===== config.mk =====
export PLATFORM = sky130hd
export DESIGN_NAME = serial_rx_errq
export DESIGN_NICKNAME = d
export VERILOG_FILES = /design/src/rtl/serial_rx_errq.sv
export SDC_FILE = /design/constraint.sdc
export NUM_CORES = 1
export LEC_CHECK = 0
export ABC_CLOCK_PERIOD_IN_PS = 7030
export CAP_MARGIN = 20
export CORE_ASPECT_RATIO = 1.4
export CORE_MARGIN = 2
export CORE_UTILIZATION = 63
export DETAILED_ROUTE_END_ITERATION = 6
export PLACE_DENSITY = 0.86
export SYNTH_ARGS = -nofsm -noshare
export SYNTH_HDL_FRONTEND = slang
export SYNTH_SLANG_ARGS = --single-unit

===== constraint.sdc =====
create_clock -name clk -period 7.03 [get_ports clk]
set_input_delay 0.703 -clock clk [delete_from_list [all_inputs] [get_ports clk]]
set_output_delay 0.703 -clock clk [all_outputs]
set_load 0.02 [all_outputs]

===== src/rtl/serial_rx_errq.sv =====
module serial_rx_errq #(
  parameter int DIV_W = 12
) (
  input  logic             clk,
  input  logic             rst_n,
  input  logic             rx_en,
  input  logic             dbl_speed,
  input  logic [DIV_W-1:0] baud_div,
  input  logic [1:0]       par_mode,
  input  logic [2:0]       char_size,
  input  logic             mpc_mode,
  input  logic             rxd,
  input  logic             rd_pop,
  input  logic             rxc_ie,
  input  logic             gie,
  output logic [8:0]       rx_data,
  output logic             rx_valid,
  output logic             frame_err,
  output logic             overrun,
  output logic             parity_err,
  output logic             rx_irq
);

  typedef enum logic [1:0] {S_IDLE, S_START, S_DATA, S_STOP} st_t;

  st_t              st;
  logic             rx_m, rx_q;
  logic [DIV_W-1:0] divc;
  logic [3:0]       scnt, bidx, c_n;
  logic [1:0]       vote, c_par, cnt;
  logic             c_mpc, lose, sh_addr, sh_x;
  logic [8:0]       sh_data;
  logic             hold_v;
  logic [11:0]      hold_e, ent0, ent1;

  wire       tick       = (divc == '0);
  wire [3:0] last_s     = dbl_speed ? 4'd7 : 4'd15;
  wire [3:0] vote_s     = dbl_speed ? 4'd5 : 4'd9;
  wire       maj        = (vote[0] & vote[1]) | (vote[0] & rx_q) | (vote[1] & rx_q);
  wire       at_vote    = tick && (scnt == vote_s);
  wire       pop        = rd_pop && (cnt != 2'd0);
  wire       full_now   = hold_v && (cnt == 2'd2) && !pop;
  wire       start_ok   = (st == S_START) && at_vote && !maj;
  wire       ovr        = start_ok && full_now;
  wire       frame_done = (st == S_STOP) && at_vote;
  wire [3:0] n_sel      = char_size[2] ? 4'd9 : {2'b00, char_size[1:0]} + 4'd5;
  wire       mark_bit   = c_mpc && (c_n != 4'd9);
  wire [3:0] last_b     = c_n + {3'b000, mark_bit} + {3'b000, c_par[1]} - 4'd1;
  wire       is_addr    = (c_n == 4'd9) ? sh_data[8] : sh_addr;
  wire       keep       = frame_done && !lose && (!c_mpc || is_addr);
  wire       move       = hold_v && ((cnt != 2'd2) || pop);
  wire [1:0] cnt_p      = cnt - {1'b0, pop};
  wire [11:0] new_e     = {1'b0, c_par[1] & (sh_x ^ c_par[0]), ~maj, sh_data};

  always_ff @(posedge clk or negedge rst_n) begin
    if (!rst_n) begin
      rx_m <= 1'b1;
      rx_q <= 1'b1;
    end else begin
      rx_m <= rxd;
      rx_q <= rx_m;
    end
  end

  always_ff @(posedge clk or negedge rst_n) begin
    if (!rst_n)      divc <= '0;
    else if (!rx_en) divc <= '0;
    else if (tick)   divc <= baud_div;
    else             divc <= divc - 1'b1;
  end

  always_ff @(posedge clk or negedge rst_n) begin
    if (!rst_n) begin
      st <= S_IDLE; scnt <= '0; bidx <= '0; vote <= 2'b11;
      c_n <= 4'd8; c_par <= '0; c_mpc <= 1'b0; lose <= 1'b0;
      sh_data <= '0; sh_addr <= 1'b0; sh_x <= 1'b0;
    end else if (!rx_en) begin
      st <= S_IDLE; scnt <= '0; bidx <= '0; vote <= 2'b11; lose <= 1'b0;
    end else if (tick) begin
      vote <= {vote[0], rx_q};
      case (st)
        S_IDLE: if (!rx_q) begin
          st   <= S_START;
          scnt <= 4'd1;
        end
        S_START: begin
          if (at_vote && maj) st <= S_IDLE;
          else if (scnt == last_s) begin
            st   <= S_DATA;
            scnt <= '0;
          end else scnt <= scnt + 4'd1;
          if (start_ok) begin
            c_n     <= n_sel;
            c_par   <= par_mode;
            c_mpc   <= mpc_mode;
            lose    <= full_now;
            sh_data <= '0;
            sh_addr <= 1'b0;
            sh_x    <= 1'b0;
            bidx    <= '0;
          end
        end
        S_DATA: begin
          if (at_vote) begin
            sh_x <= sh_x ^ maj;
            if (bidx < c_n) sh_data <= sh_data | (9'(maj) << bidx);
            else if (bidx == c_n && mark_bit) sh_addr <= maj;
          end
          if (scnt == last_s) begin
            scnt <= '0;
            if (bidx == last_b) st <= S_STOP;
            else bidx <= bidx + 4'd1;
          end else scnt <= scnt + 4'd1;
        end
        S_STOP: begin
          if (at_vote) st <= S_IDLE;
          else scnt <= scnt + 4'd1;
        end
        default: st <= S_IDLE;
      endcase
    end
  end

  always_ff @(posedge clk or negedge rst_n) begin
    if (!rst_n) begin
      hold_v <= 1'b0; hold_e <= '0; ent0 <= '0; ent1 <= '0; cnt <= '0;
    end else if (!rx_en) begin
      hold_v <= 1'b0; hold_e <= '0; ent0 <= '0; ent1 <= '0; cnt <= '0;
    end else begin
      if (move) hold_v <= 1'b0;
      else if (keep) begin
        hold_v <= 1'b1;
        hold_e <= new_e;
      end
      if (ovr) hold_e[11] <= 1'b1;
      if (pop) ent0 <= ent1;
      if (move) begin
        if (cnt_p == 2'd0) ent0 <= hold_e;
        else ent1 <= hold_e;
      end
      cnt <= cnt_p + {1'b0, move};
    end
  end

  assign rx_valid = (cnt != 2'd0);
  assign {overrun, parity_err, frame_err, rx_data} = rx_valid ? ent0 : 12'h000;
  assign rx_irq = rxc_ie & gie & rx_valid;


  cnt_bound_chk: assert property (@(posedge clk) disable iff (!rst_n)
    cnt <= 2'd2);


  fill_src_chk: assert property (@(posedge clk) disable iff (!rst_n)
    (cnt > $past(cnt)) |-> $past(hold_v));


  hold_wait_chk: assert property (@(posedge clk) disable iff (!rst_n)
    (rx_en && hold_v && cnt == 2'd2 && !rd_pop) |=> hold_v);


  done_free_chk: assert property (@(posedge clk) disable iff (!rst_n)
    (rx_en && frame_done && !lose) |-> !hold_v);


  ovr_full_chk: assert property (@(posedge clk) disable iff (!rst_n)
    $rose(hold_e[11]) |-> (hold_v && cnt == 2'd2));


  flush_chk: assert property (@(posedge clk) disable iff (!rst_n)
    !rx_en |=> (cnt == 2'd0 && !hold_v && st == S_IDLE));

endmodule


==> results.toml, run 1 <==
[synth]
post_synth_num_cell_types = 62
mappedNetlistNets = 516
ys_top_cells_by_count = "79 x dfrtp_1, 52 x nor2_1, 35 x mux2i_1"
post_synth.cell_area_avg_sq_um = 10.0
syn-instance-count = 467
ys_async_sr_fraction_pct = 100
dominant_cell_by_count_in_the_synthesized_netlist = "dfrtp_1"
ys_seq_area_share_pct = 45.1
synthesis.yosys.warnings = 0
synth.ff_latch_count = 84
yosys.area.top_type = "dfrtp_1"
synth_area_leaders = "dfrtp_1 42%, mux2i_1 7.5%, ha_1 5.9%, nor2_1 4.2%, a211oi_1 3.5%"
synth_ff_type = "dfrtp_1"
netlist.area_leader.share_pct = 42.3
syn_area_sq_mm = 0.00467
number_of_enable_flip_flop_cells_after_synthesis = 0

[cts]
cts_hold_repair.buffers = 0
clkSlewWorstSetupHoldPaths_ns = 0.08
post_cts_resize_count = 0
tritoncts_clock_tree = "yes"
clock_sinks = 84
h-tree-depth = 3
cts_root_buffer = "clkbuf_8"
clock_latency_ns = 0.36
cts.repair_timing.setup_buffer_count = 0
cts_buffer_depth = 2
cts_inserted_buffers = 9

[final_layout]
fraction_of_layout_instances_using_a_drive_strength_above_1_pct = 7.78
nets = 545
n_antenna_cell = 0
syn_to_final_growth_pct = 14.4

[run_status]
run_status = "completed"

[worst_hold_path]
hold_path.class = "input port to asynchronous set/reset pin"

[power_and_ir_drop]
ir_worst_vdd_mv = 0.225
static-leakage-power_nw = 2.36
powerDensity_mw_per_mm2 = 237

[timing]
time_the_worst_path_needs_with_i_o_delays_and_setup_ns = 3.29
report.final.hold_viol_count = 0
setup-violations-final = 0
worst_slew_pin_slew_ns = 0.815
worst_slew_margin_rel_pct = 45.5
timing.setup.tns_ns = 0
maxClockFrequency_ghz = 0.304
whs_ns = 0.160
final.period_utilization_pct = 46.7
finClkSkew_ns = 0.00811
unrepaired_setup_endpoints_after_global_routing = "false"
maxSlewViolCount = 0

[floorplan]
die_y_microns = 106
num_rows = 37
io_pins = 40
start_util_pct = 64.3
die_area_sq_mm = 0.00813
die_w_microns = 76.8
fp.coreArea_sq_mm = 0.00727

[critical_path]
timing.setup.critical_path_class = "register to register"
cp_common_cell = "ha_1"
timing.critical_path.fanout_max = 6
worstPathCellList = "inv_1 -> ha_1 -> nand3b_1 -> nand2_1 -> ha_1 -> inv_1 -> ha_1 -> fa_1 -> xnor3_1 -> nand3_1 -> o31ai_1 -> nor4b_1 -> a311o_1"
worst_setup_path_end_kind = "register"
critical-path-top-delay-family = "adder cells"
cp_num_buf_inv = 2
rr_startpoint = "c_n[2]"
r2r_cells = 13
path_depth = 13
regToRegEndpoint = "bidx[3]"
critical_path_required_ns = 7.28
crit_arrival_ns = 3.54
critical-path-max-stage-delay_ns = 0.59
reg2reg_setup_slack_ns = 3.74
startpoint_type = "register"
crit_path_top_delay_cell = "o31ai_1"
worst_setup_path_startpoint = "c_n[2]"
worstSetupEndpoint = "bidx[3]"

[detailed_routing]
firstDrtPassIters = 4
route.detailed.drc = 0
antenna_violating_nets_post_route = 0
detail_route.iter0.violations = 227
detail_route.wl_per_cell_microns = 16.3
via_count = 3594
drt_wl_total_mm = 9.76
via_density_per_instance = 6.01

[placed_design]
dp_hpwl_mm = 6.89
globalplace.congestion = 0.908
port-buffer-count = 39

[grt]
maximum_number_of_pins_on_one_net_before_global_route_repair = 85
grt_usage_pct = 26.6
first_global_vias = 3676
gr-total-overflow = 0
wire_length_of_the_first_global_routing_pass_mm = 17.2
grt_antenna_before_repair = 0

[flow_run]
drv.max_cap_violation_count = 0
-- how the worst min path moves through the flow --
stage               startpoint     end  slack, ns  cells past startpoint
floorplan                 rx_m    rx_q       0.35                      0
global placement          rx_m    rx_q       0.35                      0
detailed placement        rx_m    rx_q       0.35                      0
CTS                       rx_m    rx_q       0.36                      0
global route             rst_n  cnt[1]       0.14                      1
finish                   rst_n  cnt[0]       0.16                      1
-- metrics by stage --
step | std cells | setup WS, ns | total power [W] | util (%) | area [sq um]
6_report | 598 | 3.74 | 0.00127 | 73.5 | 5340
3_3_place_gp | 580 | 3.73 | 0.000913 | 70.1 | 5090
2_1_floorplan | 467 | 4.03 | 0.000834 | - | 4670
5_1_grt | 598 | 3.43 | 0.00135 | 73.5 | 5340
3_5_place_dp | 580 | 3.56 | 0.000926 | 70.1 | 5090
4_1_cts | 596 | 3.74 | 0.00127 | 72.7 | 5290
-- cells by family after synthesis --
group	after synthesis	synth area share (%)
compound gates	89	14.0
xor+xnor	15	3.11
fa+ha+maj	24	6.53
buf+inv	47	3.96
flops	84	45.1
mux	38	8.22
simple gates	170	19.1
-- state kept, by name, indices dropped and copies added, names as in the netlist, 2 cells and up --
register	count
divc	12
vote	2
c_n	4
scnt	4
bidx	4
st	2
sh_data	9
hold_e	12
ent1	12
c_par	2
cnt	2
ent0	12
-- cell type report --
class	instances	area [sq um]
clock inverter	4	48.8
inverter	22	82.6
timing repair buffer	43	458
fill	534	1930
multi-input combinational	336	2380
sequential	84	2110
clock buffer	12	145
tap	97	121
-- metal layers --
metal  up-vias  part of all wire [%]  global-route usage (%)
met1      1754                    39                    30.5
li1       1723                     -                       -
met2        94                    54                    46.9
met5         -                     0                       0
met3        23                   3.9                    5.60
met4         0                   3.2                    13.2
-- placed cells by master (no fill, tap or decap), drive strengths merged, types with 3 or more instances in the layout --
master / n
nand2b: 4
mux2i: 35
nor2b: 15
dfstp: 5
xor2: 5
nand2: 21
inv: 21
or4: 4
o21a: 3
a211oi: 22
o31ai: 8
o41ai: 3
nand4: 4
a31oi: 6
nor3b: 6
clkbuf: 12
buf: 5
and2: 14
a21oi: 10
clkinv: 4
nor3: 8
nand3: 22
dfrtp: 79
nor4: 4
mux2: 3
a21boi: 5
nor2: 53
ha: 22
o21ai: 17
xnor2: 9
and3: 5
clkdlybuf4s50: 38
-- power breakdown --
group / total, W / leakage (nW) / switching [W] / internal, W
Sequential: 0.000571 / 1.13 / 0.0000412 / 0.000530
Combinational: 0.000351 / 1.13 / 0.000211 / 0.000140
Clock: 0.000344 / 0.100 / 0.000170 / 0.000174
Power figures use the tool's default switching activity.
==> run 2: changes to the inputs <==
ABC_CLOCK_PERIOD_IN_PS = 2900   (was 7030)
CORE_UTILIZATION = 53   (was 63)
PLACE_DENSITY = 0.77   (was 0.86)
clock period = 2.9 ns   (was 7.03 ns; I/O delays follow)
==> results.toml, run 2 (synthesis gave the netlist of run 1 again) <==
[run_status]
run_status = "complete, but fails checks"
violations = "setup timing"

[timing]
final.period_utilization_pct = 103
maxSlewViolCount = 0
report.final.hold_viol_count = 0
setup-violations-final = 5
whs_ns = 0.356
time_the_worst_path_needs_with_i_o_delays_and_setup_ns = 2.99
worst_slew_pin_slew_ns = 0.587
maxClockFrequency_ghz = 0.334
worst_slew_margin_rel_pct = 60.4
unrepaired_setup_endpoints_after_global_routing = "true"
finClkSkew_ns = 0.00563
setup_slack_ns = -0.0905

[worst_hold_path]
hold-path-cell-count = 1
worst_hold_startpoint = "rxd"
hold_path.class = "input port to register"
worst_hold_path.endpoint = "rx_m"

[critical_path]
regToRegEndpoint = "st[0]"
startpoint_type = "register"
r2r_cells = 13
timing.setup.critical_path_class = "register to register"
timing.critical_path.fanout_max = 3
reg2reg_setup_slack_ns = -0.09
crit_path_top_delay_cell = "xnor3_1"
critical-path-top-delay-family = "adder cells"
critical_path_required_ns = 3.12
rr_startpoint = "c_n[2]"
worstPathCellList = "inv_2 -> ha_4 -> nand3b_1 -> nand2_2 -> ha_4 -> inv_2 -> ha_4 -> fa_2 -> xnor3_1 -> nand3_4 -> o41ai_4 -> nand3_1 -> o311a_1"
critical-path-max-stage-delay_ns = 0.43
path_depth = 13
worst_setup_path_end_kind = "register"
crit_arrival_ns = 3.21
cp_num_buf_inv = 2
cp_common_cell = "ha_4"

[final_layout]
final.fill_count = 650
syn_to_final_growth_pct = 23.2
final_cell_mix = "79 x dfrtp_1, 52 x nor2_1, 38 x clkdlybuf4s50_1"
seqCellArea_sq_mm = 0.00211
fraction_of_layout_instances_using_a_drive_strength_above_1_pct = 14.7
n_antenna_cell = 0
final_core_utilization_pct = 67.3
nets = 569
multi_input_comb_area_sq_mm = 0.00249
layout.cells.most_common = "dfrtp_1"

[cts]
cts_buffer_depth = 2
cts_inserted_buffers = 9
h-tree-depth = 3
clkSlewWorstSetupHoldPaths_ns = 0.06
cts_root_buffer = "clkbuf_16"
tritoncts_clock_tree = "yes"
clock_latency_ns = 0.34
clock_sinks = 84

[detailed_routing]
via_density_per_instance = 5.81
via_count = 3660
route.detailed.drc = 0
firstDrtPassIters = 7
detail_route.wl_per_cell_microns = 16.4
drt_wl_total_mm = 10.3
antenna_violating_nets_post_route = 0
detail_route.iter0.violations = 215

[placed_design]
globalplace.congestion = 0.942
place_worst_setup_slack_ns = -0.242
dp_hpwl_mm = 7.09
port-buffer-count = 39

[power_and_ir_drop]
powerDensity_mw_per_mm2 = 616
design_power_total_w = 0.00354
static-leakage-power_nw = 2.54
ir_worst_vdd_mv = 0.588

[grt]
grt_usage_pct = 22.6
gr-total-overflow = 0
maximum_number_of_pins_on_one_net_before_global_route_repair = 85
grt_antenna_before_repair = 0
first_global_vias = 3553
wire_length_of_the_first_global_routing_pass_mm = 17.3

[floorplan]
die_w_microns = 83.4
start_util_pct = 54.6
io_pins = 40
num_rows = 40
die_y_microns = 115
die_area_sq_mm = 0.00959
fp.coreArea_sq_mm = 0.00856

[flow_run]
drv.max_cap_violation_count = 0
run 2: final cells by class:
type | instances | area share (%)
multi-input cells | 336 | 43.2
flip-flops and latches | 84 | 36.6
repair buffers | 67 | 10.8
clock buffers | 11 | 4.22
well taps | 105 | 2.28
clock inverters | 5 | 1.46
inverters | 22 | 1.43
run 2: worst max path at each step:
stage | start | to | slack, ns
floorplan | c_n[2] | bidx[3] | -0.03
global placement | c_n[2] | bidx[3] | -0.11
detailed placement | c_n[2] | bidx[1] | -0.24
CTS | c_n[3] | st[0] | -0.05
global route | c_n[2] | st[0] | -0.21
finish | c_n[2] | st[0] | -0.09
run 2: worst reg2reg max path, stage by stage (launching register included):
cell and delay, ns:
dfrtp_1 0.36, inv_2 0.06, ha_4 0.15, nand3b_1 0.11
nand2_2 0.09, ha_4 0.27, inv_2 0.04, ha_4 0.16
fa_2 0.33, xnor3_1 0.43, nand3_4 0.13, o41ai_4 0.27
nand3_1 0.14, o311a_1 0.32
run 2: through the flow:
| step | instances | TNS [ns] | area, sq um |
|---|---|---|---|
| 3_5_place_dp | 608 | -0.955 | 5270 |
| 4_1_cts | 626 | -0.105 | 5670 |
| 2_1_floorplan | 467 | -0.0255 | 4680 |
| 5_1_grt | 630 | -0.861 | 5760 |
| 6_report | 630 | -0.261 | 5760 |
| 3_3_place_gp | 608 | -0.261 | 5270 |
run 2: repair_timing:
item / 4_1_cts / 5_1_grt
gates cloned: 0 / 0
resized for setup: 12 / 6
hold buffers: 0 / 1
pin swaps: 3 / 1
setup buffers: 2 / 2
hold endpoints to repair: 0 / 14
setup endpoints to repair: 6 / 6
run 2: layer usage:
layer / up-vias / GRT usage (%) / wire length [microns]
met2: 104 / 38.7 / 5300
met1: 1753 / 27.1 / 4290
met5: - / 0 / 0
met3: 32 / 3.09 / 332
li1: 1771 / - / -
met4: 0 / 13.7 / 421
run 2: where the power goes:
part	switching, W	internal [W]	leakage [nW]
clock	0.000477	0.000781	0.152
sequential	0.000105	0.00129	1.13
combinational	0.000527	0.000369	1.25
total	0.00111	0.00244	2.54
==> run 3: changes to the inputs <==
MAX_ROUTING_LAYER = met4   (was not set)
==> results.toml, run 3 (synthesis gave the netlist of run 1 again) <==
[detailed_routing]
via_density_per_instance = 5.88
firstDrtPassIters = 4
via_count = 3697
antenna_violating_nets_post_route = 0
detail_route.wl_per_cell_microns = 16.2
drt_wl_total_mm = 10.2
detail_route.iter0.violations = 201
route.detailed.drc = 0

[floorplan]
fp.coreArea_sq_mm = 0.00856
start_util_pct = 54.6
die_area_sq_mm = 0.00959
num_rows = 40
die_y_microns = 115
io_pins = 40
die_w_microns = 83.4

[timing]
worst_slew_margin_rel_pct = 56.7
report.final.hold_viol_count = 0
setup-violations-final = 4
worst_slew_pin_slew_ns = 0.643
maxClockFrequency_ghz = 0.328
unrepaired_setup_endpoints_after_global_routing = "true"
setup_slack_ns = -0.151
finClkSkew_ns = 0.00593
final.period_utilization_pct = 105
time_the_worst_path_needs_with_i_o_delays_and_setup_ns = 3.05
whs_ns = 0.353
maxSlewViolCount = 0

[final_layout]
final_cells = 629
syn_to_final_growth_pct = 23.0
nets = 569
final_cell_mix = "79 x dfrtp_1, 52 x nor2_1, 38 x clkdlybuf4s50_1"
n_antenna_cell = 0
fraction_of_layout_instances_using_a_drive_strength_above_1_pct = 13.5
layout.cells.most_common = "dfrtp_1"

[critical_path]
critical_path_required_ns = 3.13
rr_startpoint = "c_n[3]"
reg2reg_setup_slack_ns = -0.15
timing.critical_path.fanout_max = 6
timing.setup.critical_path_class = "register to register"
r2r_cells = 14
regToRegEndpoint = "bidx[1]"
startpoint_type = "register"
worst_setup_path_end_kind = "register"
crit_arrival_ns = 3.29

[run_status]
violations = "setup timing"
run_status = "complete, but fails checks"

[placed_design]
placed_cells_incl_taps = 608
place_worst_setup_slack_ns = -0.296
port-buffer-count = 39
globalplace.congestion = 0.960
dp_hpwl_mm = 7.10

[cts]
cts_root_buffer = "clkbuf_16"
h-tree-depth = 3
clock_latency_ns = 0.34
tritoncts_clock_tree = "yes"
clkSlewWorstSetupHoldPaths_ns = 0.06
clock_sinks = 84
cts_buffer_depth = 2
cts_inserted_buffers = 9

[flow_run]
drv.max_cap_violation_count = 0

[grt]
grt_usage_pct = 23.8
grt_antenna_before_repair = 0
first_global_vias = 3698
wire_length_of_the_first_global_routing_pass_mm = 17.7
gr-total-overflow = 0
maximum_number_of_pins_on_one_net_before_global_route_repair = 85

[worst_hold_path]
worst_hold_path.endpoint = "rx_m"
worst_hold_startpoint = "rxd"
hold_path.class = "input port to register"
hold-path-cell-count = 1

[power_and_ir_drop]
powerDensity_mw_per_mm2 = 637
ir_worst_vdd_mv = 0.561
static-leakage-power_nw = 2.56
==> run 3: cell types whose count changed in the layout (fill, tap and decap cells not counted), moves of 2 or more <==
cell / before / now
clkinv_4: 0 / 2
bufinv_16: 2 / 4
inv_1: 19 / 21
ha_4: 3 / 1
clkinvlp_4: 2 / 0
inv_2: 2 / 0
==> run 3: what timing repair did <==
action / CTS / global route
hold buffers: 0 / 1
hold endpoints to repair: 0 / 26
pin swaps: 7 / 5
setup buffers: 3 / 1
setup endpoints to repair: 6 / 6
gates resized for setup: 10 / 0
==> run 3: worst max path at each step <==
stage | startpoint | to | cells after the start
after CTS | c_n[3] | st[0] | 12
after detailed placement | c_n[2] | bidx[1] | 14
final | c_n[3] | bidx[1] | 14
after global placement | c_n[2] | bidx[3] | 13
after floorplan | c_n[2] | bidx[3] | 13
after global routing | c_n[3] | bidx[1] | 14
==> run 3: metrics by stage <==
step | utilization (%) | setup TNS [ns] | cell area (sq um) | power (W)
floorplan | - | -0.0255 | 4680 | 0.00202
global placement | 61.5 | -0.269 | 5270 | 0.00225
detailed placement | 61.5 | -0.903 | 5270 | 0.00228
CTS | 66.6 | -0.335 | 5700 | 0.00369
global route | 67.2 | -0.896 | 5750 | 0.00388
finish | 67.2 | -0.298 | 5750 | 0.00366
==> run 3: power by group <==
group	internal, W	leakage, nW	switching, W	total (W)
combinational	0.000369	1.25	0.000518	0.000887
sequential	0.00129	1.13	0.0000998	0.00139
clock	0.000926	0.176	0.000464	0.00139
==> run 3: layout make-up <==
type                       count  area [sq um]
fill                         662          2810
multi-input combinational    336          2440
sequential                    84          2110
timing repair buffer          67           624
clock buffer                   9           225
clock inverter                 6           138
tap                          105           131
inverter                      22          82.6
==> run 3: metal layers <==
metal | global-route usage [%] | routed length (microns)
met4 | 12.6 | 409
met5 | - | 0
met3 | 4.52 | 403
met1 | 27.0 | 4080
met2 | 40.3 | 5300
==> run 3: worst max-delay path, cell delays in order (launching register included) <==
cell	delay, ns
dfstp_2	0.55
ha_4	0.12
nand3b_1	0.09
nand2_1	0.10
ha_1	0.23
inv_1	0.06
ha_2	0.18
fa_1	0.45
xnor2_2	0.18
nand3_2	0.12
buf_6	0.14
o31ai_4	0.27
nor3b_2	0.26
a31oi_1	0.08
o31ai_1	0.11
